--- config.mk ---
export PLATFORM = sky130hd
export DESIGN_NAME = uirq_ident
export DESIGN_NICKNAME = d
export VERILOG_FILES = /design/src/rtl/uirq_pkg.sv /design/src/rtl/uirq_enable_reg.sv /design/src/rtl/uirq_prio_enc.sv /design/src/rtl/uirq_id_hold.sv /design/src/rtl/uirq_ident.sv
export SDC_FILE = /design/constraint.sdc
export NUM_CORES = 1
export LEC_CHECK = 0
export BUFFER_PORTS_ARGS = -buffer_cell sky130_fd_sc_hd__buf_2
export CORE_MARGIN = 5
export CORE_UTILIZATION = 31
export CTS_CLUSTER_SIZE = 20
export DETAILED_ROUTE_END_ITERATION = 10
export GPL_TIMING_DRIVEN = 0
export HOLD_SLACK_MARGIN = 0.06
export REMOVE_ABC_BUFFERS = 1
export SLEW_MARGIN = 20
export SYNTH_ARGS = -nofsm -noshare
export SYNTH_HDL_FRONTEND = slang
export SYNTH_HIERARCHICAL = 1
export SYNTH_SLANG_ARGS = --single-unit
--- constraint.sdc ---
create_clock -name clk -period 1.1 [get_ports clk]
set_input_delay 0.165 -clock clk [delete_from_list [all_inputs] [get_ports clk]]
set_output_delay 0.165 -clock clk [all_outputs]
set_load 0.01 [all_outputs]
--- src/rtl/uirq_pkg.sv ---
package uirq_pkg;
   localparam int SRC_N  = 4;
   localparam int CODE_W = $clog2(SRC_N);
   localparam int EN_W   = SRC_N;

   // source index doubles as its identification code; larger index wins
   typedef enum logic [CODE_W-1:0] {
      SRC_MSC  = 2'd0,
      SRC_THRE = 2'd1,
      SRC_RXD  = 2'd2,
      SRC_LSR  = 2'd3
   } src_e;

   // position of each source's gate inside the enable register
   function automatic int en_pos(input int src);
      case (src)
         3:       en_pos = 2;
         2:       en_pos = 0;
         1:       en_pos = 1;
         default: en_pos = 3;
      endcase
   endfunction
endpackage

--- src/rtl/uirq_enable_reg.sv ---
module uirq_enable_reg
   import uirq_pkg::*;
#(
   parameter int DATA_W = 8
)(
   input  logic              clk,
   input  logic              rst_n,
   input  logic              we,
   input  logic [EN_W-1:0]   wbits,
   output logic [EN_W-1:0]   en,
   output logic [DATA_W-1:0] rdata
);
   always_ff @(posedge clk or negedge rst_n) begin
      if (!rst_n)  en <= '0;
      else if (we) en <= wbits;
   end

   always_comb begin
      rdata           = '0;
      rdata[EN_W-1:0] = en;
   end
endmodule

--- src/rtl/uirq_prio_enc.sv ---
module uirq_prio_enc
   import uirq_pkg::*;
#(
   parameter int DATA_W = 8
)(
   input  logic [SRC_N-1:0]  pend,
   output logic              any,
   output logic [DATA_W-1:0] id_live
);
   logic [SRC_N:0]     above;
   logic [SRC_N-1:0]   win;
   logic [CODE_W-1:0]  code;

   assign above[SRC_N] = 1'b0;

   for (genvar i = SRC_N - 1; i >= 0; i--) begin : g_chain
      assign win[i]   = pend[i] & ~above[i+1];
      assign above[i] = above[i+1] | pend[i];
   end

   assign any = above[0];

   always_comb begin
      code = '0;
      for (int i = 0; i < SRC_N; i++) begin
         if (win[i]) code = CODE_W'(i);
      end
   end

   always_comb begin
      id_live           = '0;
      id_live[CODE_W:1] = code;
      id_live[0]        = ~any;
   end
endmodule

--- src/rtl/uirq_id_hold.sv ---
module uirq_id_hold #(
   parameter int DATA_W       = 8,
   parameter bit HOLD_ON_READ = 1'b1
)(
   input  logic              clk,
   input  logic              rst_n,
   input  logic              rd,
   input  logic [DATA_W-1:0] live,
   output logic [DATA_W-1:0] shown
);
   localparam logic [DATA_W-1:0] ID_IDLE = DATA_W'(1);

   if (HOLD_ON_READ) begin : g_hold
      always_ff @(posedge clk or negedge rst_n) begin
         if (!rst_n)   shown <= ID_IDLE;
         else if (!rd) shown <= live;
      end
   end else begin : g_pass
      logic unused_rd;
      assign unused_rd = rd;
      always_ff @(posedge clk or negedge rst_n) begin
         if (!rst_n) shown <= ID_IDLE;
         else        shown <= live;
      end
   end
endmodule

--- src/rtl/uirq_ident.sv ---
module uirq_ident
   import uirq_pkg::*;
#(
   parameter int DATA_W       = 8,
   parameter bit HOLD_ON_READ = 1'b1
)(
   input  logic              clk,
   input  logic              rst_n,
   input  logic              cfg_we,
   input  logic [DATA_W-1:0] cfg_wdata,
   output logic [DATA_W-1:0] cfg_rdata,
   input  logic              id_rd,
   output logic [DATA_W-1:0] id_out,
   output logic              irq_out,
   input  logic              cond_lsr,
   input  logic              cond_rxd,
   input  logic              cond_thre,
   input  logic              cond_msc
);
   if (DATA_W < 8) begin : g_bad_width
      $error("uirq_ident: DATA_W must be at least 8");
   end
   if (SRC_N != 4) begin : g_bad_count
      $error("uirq_ident: exactly four sources are supported");
   end

   logic [EN_W-1:0]   en;
   logic [SRC_N-1:0]  raw;
   logic [SRC_N-1:0]  pend;
   logic [DATA_W-1:0] id_live;
   logic              any_pend;
   logic              unused_whi;

   assign unused_whi = ^cfg_wdata[DATA_W-1:EN_W];

   assign raw[SRC_LSR]  = cond_lsr;
   assign raw[SRC_RXD]  = cond_rxd;
   assign raw[SRC_THRE] = cond_thre;
   assign raw[SRC_MSC]  = cond_msc;

   for (genvar s = 0; s < SRC_N; s++) begin : g_gate
      assign pend[s] = raw[s] & en[en_pos(s)];
   end

   uirq_enable_reg #(.DATA_W(DATA_W)) u_en (
      .clk   (clk),
      .rst_n (rst_n),
      .we    (cfg_we),
      .wbits (cfg_wdata[EN_W-1:0]),
      .en    (en),
      .rdata (cfg_rdata)
   );

   uirq_prio_enc #(.DATA_W(DATA_W)) u_enc (
      .pend    (pend),
      .any     (any_pend),
      .id_live (id_live)
   );

   uirq_id_hold #(.DATA_W(DATA_W), .HOLD_ON_READ(HOLD_ON_READ)) u_hold (
      .clk   (clk),
      .rst_n (rst_n),
      .rd    (id_rd),
      .live  (id_live),
      .shown (id_out)
   );

   assign irq_out = any_pend;
endmodule

**Yosys cells after proc, flatten, opt, wreduce, memory -nomap -nowiden**

Index checks and enable logic that the tools add are counted.

- Muxes and demuxes: 3
- Bitwise gates (word level): 12

Operators by type and width:

| kind | count |
|---|---|
| 1-bit bitwise AND | 6 |
| 2-bit 2-to-1 mux | 2 |
| 1-bit NOT | 3 |
| 1-bit bitwise OR | 3 |
| 1-bit 2-to-1 mux | 1 |

- Output and inout bits: 17
- Register bits: 7
- Input bits: 16

**Depth between registers and ports, before layout**

- Word-level depth: 7
- Mapped depth: 4
- Gate-level depth less buffers: 4

**Hierarchy**

Netlist, hierarchy kept.

By module, submodules not included:

| module | times used | area each (µm²) | cells each |
|---|---|---|---|
| uirq_id_hold | 1 | 332.8 | 17 |
| uirq_enable_reg | 1 | 209.0 | 17 |
| uirq_prio_enc | 1 | 72.6 | 11 |
| uirq_ident | 1 | 25.0 | 4 |

**Worst setup path before layout**

Ideal clock, no wire load.

- Path type: register to output
- From: register u_en.en[0]
- To: output port irq_out
- Slack: -162 ps
- Path buffers: 0
- Cell stages (with the launch flop): 4
- Required time: 935 ps
- Arrival time: 1,097 ps
- Cell sequence: dfrtp_1 and2_1 or2_4 or3_1

- Word-level cells in the longest chain between the ends: 4

Ends and longest elaborated chain:

| what | line | source |
|---|---|---|
| start, declared | uirq_enable_reg.sv:10 | `output logic [EN_W-1:0] en,` |
| start signal, assigned | uirq_enable_reg.sv:15 | `else if (we) en <= wbits;` |
| 1-bit bitwise AND | uirq_ident.sv:42 | `assign pend[s] = raw[s] & en[en_pos(s)];` |
| via pend[2] | uirq_ident.sv:29 | `logic [SRC_N-1:0] pend;` |
| 1-bit bitwise OR (3 in series) | uirq_prio_enc.sv:18 | `assign above[i] = above[i+1] \| pend[i];` |
| end, declared | uirq_ident.sv:14 | `output logic irq_out,` |

The timed path passes the listed nets, and every way through them passes these cells.

**Worst setup path in the final report**

Same ends and word-level chain as after synthesis.

==> metrics <==
status complete, but fails checks; failing checks negative setup slack; CP Max Fanout 2; first-pass GRT wire length about 1800 um; adder and majority cell fraction of the synthesized area 0; Simple-Gate Fraction of Synth Area 0.0705; mux share of post-synthesis cell area 0.258; Final Max Tran Viols 0; TritonRoute pass-1 iters 2; Max VDD drop 0.678 mV; Remaining DRCs 0; Via density slightly below 4; Fmax achieved 612 MHz; Overflow after GRT 0; CTS buffer count 3; switch share 0.261; largest net degree at the start of global routing 13; Seq cells post-synth 12; IO Count 33; routed wire length 1170 um; post-DP HPWL 883 um; RR Startpoint u_en/en[0]; CP max stage delay ~0.40 ns; Die X 55.4 um; CP Launch Point u_en/en[0]; Antenna diodes 0; share of post-route cells with drive strength above 1 0.658; total track usage 0.0774; vias 403; Met2 Wirelength roughly 640 um; mapped cell area 639 sq um; # rows 16; max layer used met4; Synth warnings 6; Async SR Flop Fraction 1.00; XOR/XNOR Fraction of Synth Area 0; first-iteration detailed-routing DRC count 5; setup ws final -0.533 ns; Fin. Hold Viols 0; vias in the first global route approximately 400; Clock transition at path regs 0.08 ns; gpl congestion 0.639; crit-path leading delay family simple AND/OR/NAND/NOR gates; CTS tree built; Crit. End Element output pin; initial antenna violation count 0; Root Driver clkbuf_4; Post-synth EDFFs 0; Unique masters post-synth 13; leading area contributor after synthesis dfrtp_1; Tmin final approximately 1.6 ns; syn_area_per_cell 13.0 sq um; pwr dens 1360 nW/um^2; routed wl met3 approximately 76 um; Final #Nets between 90 and 100; post-synth top area share 0.431; Area contributors post-synth dfrtp_1 43%, mux2_4 19%, buf_4 15%; critical path class reg2out; main combinational cell family by area after synthesis multiplexers; most frequent cells after synthesis 13 x buf_4, 11 x dfrtp_1, 8 x mux2_4, 4 x and2_1, 4 x mux2_2; WL/cell 11.4 um; combinational power share 0.276; H-Tree Depth 1; worst endpoint required time 0.94 ns; internal power roughly 830 uW; CTS Sinks 12; Worst EP arrival 1.47 ns; endpoints failing setup 4; # port buffers 24; clock network power share 0.254; CP startpoint kind register; crit path buf inv count 1; fin crit share 1.48; max cap viols 0; Hold Crit Start cfg_wdata[1]; DRT antenna net count 0; top_reg_cell synth dfrtp_1; clk_skew 0.00570 ns; synthesis-to-layout area growth 28.8%; post-synthesis sequential area ratio 0.472; die area 3070 sq um; Clock Latency Late Sink 0.27 ns; count leader, synth buf_4; RSZ-0062 raised after global routing yes; sequential power share 0.470; Pwr Total 1120 uW; critical path's slowest cell dfrtp_1; Starting Density 0.326; die height 55.4 um; final core occ 0.420; critical-path cell list and2_4, or2_4, or3_1, buf_2; M1 WL 442 um; Hold Path Class in2reg; gate count of the mapped netlist slightly below 50; final-layout fill cell count around 210; Core Box Area roughly 2000 sq um; NetSw between 200 and 300 uW; Clock Tree Buf Depth 2; Lkg Pwr about 0.00043 uW; Synth Area in Compound Gates 0.0117
==> cell usage in the layout (no fill, tap or decap), types with 3 or more instances in the layout <==
cell type and count:
and2_4 3, buf_2 21, buf_4 3, buf_6 5
clkbuf_4 3, conb_1 9, dfrtp_1 11, mux2_2 4
mux2_4 8
==> timing repair <==
action	in CTS	in global routing
gates resized for setup	5	4
endpoints found under the setup margin	5	7
pin swaps	1	1
buffers inserted	3	2
endpoints found under the hold margin	12	0
hold buffers	1	0
==> path summary, 6_finish.rpt <==
check | endpoint | slack, ns | cells after the start
worst max-delay path | irq_out | -0.53 | 4
worst min-delay path | u_en/en[1] | 0.12 | 2
worst max register to register | u_hold/shown[0] | -0.16 | 5
worst min register to register | u_hold/shown[5] | 0.50 | 1
max in group asynchronous | u_hold/shown[0] | 0.54 | 2
min in group asynchronous | u_en/en[1] | 0.29 | 2
==> metrics by stage <==
step / TNS, ns / hold slack, ns / area, sq um / setup slack, ns / instances
global route: -1.16 / 0.114 / 823 / -0.597 / 103
global placement: -0.353 / 0.0468 / 711 / -0.276 / 93
floorplan: -0.317 / -0.131 / 557 / -0.214 / 42
CTS: -0.887 / 0.108 / 793 / -0.556 / 101
finish: -0.923 / 0.123 / 823 / -0.533 / 103
detailed placement: -0.392 / 0.0572 / 711 / -0.291 / 93
==> kinds of logic after synthesis <==
logic type             Yosys count
AO/OA/AOI/OAI                    1
buffers and inverters           15
flip-flops                      12
multiplexers                    12
other                            2
AND/OR/NAND/NOR                  7
==> layout make-up <==
class                   count  area [sq um]  area share
well taps                  27          33.8      0.0410
repair buffers             30           194       0.236
multi-input cells          29           264       0.321
inverters                   1          3.75     0.00456
flip-flops and latches     12           302       0.366
clock buffers               4          26.3      0.0319
==> power groups by stage <==
stage                     combinational, uW  sequential, uW  clock, uW
after floorplan                         112             558          0
after global placement                  238             534          0
after detailed placement                242             536          0
after CTS                               287             527        304
after global routing                    335             533        322
final                                   309             526        284
==> routing by layer <==
layer,vias to the layer above,global-route usage
li1,194,-
met1,190,0.0770
met2,17,0.135
met3,2,0.0186
met4,0,0.0625
met5,-,0
==> sequential cells by signal, summed over array words and instances (netlist names) <==
name	flops
u_en/en	4
u_hold/shown	8
==> worst register-to-register path, delay by kind of cell (launching register included) <==
| family | cells | cell delay (ns) |
|---|---|---|
| buffers and inverters | 1 | 0.14 |
| flip-flops | 1 | 0.40 |
| multiplexers | 1 | 0.16 |
| AND/OR/NAND/NOR | 3 | 0.52 |
Power figures use the tool's default switching activity.
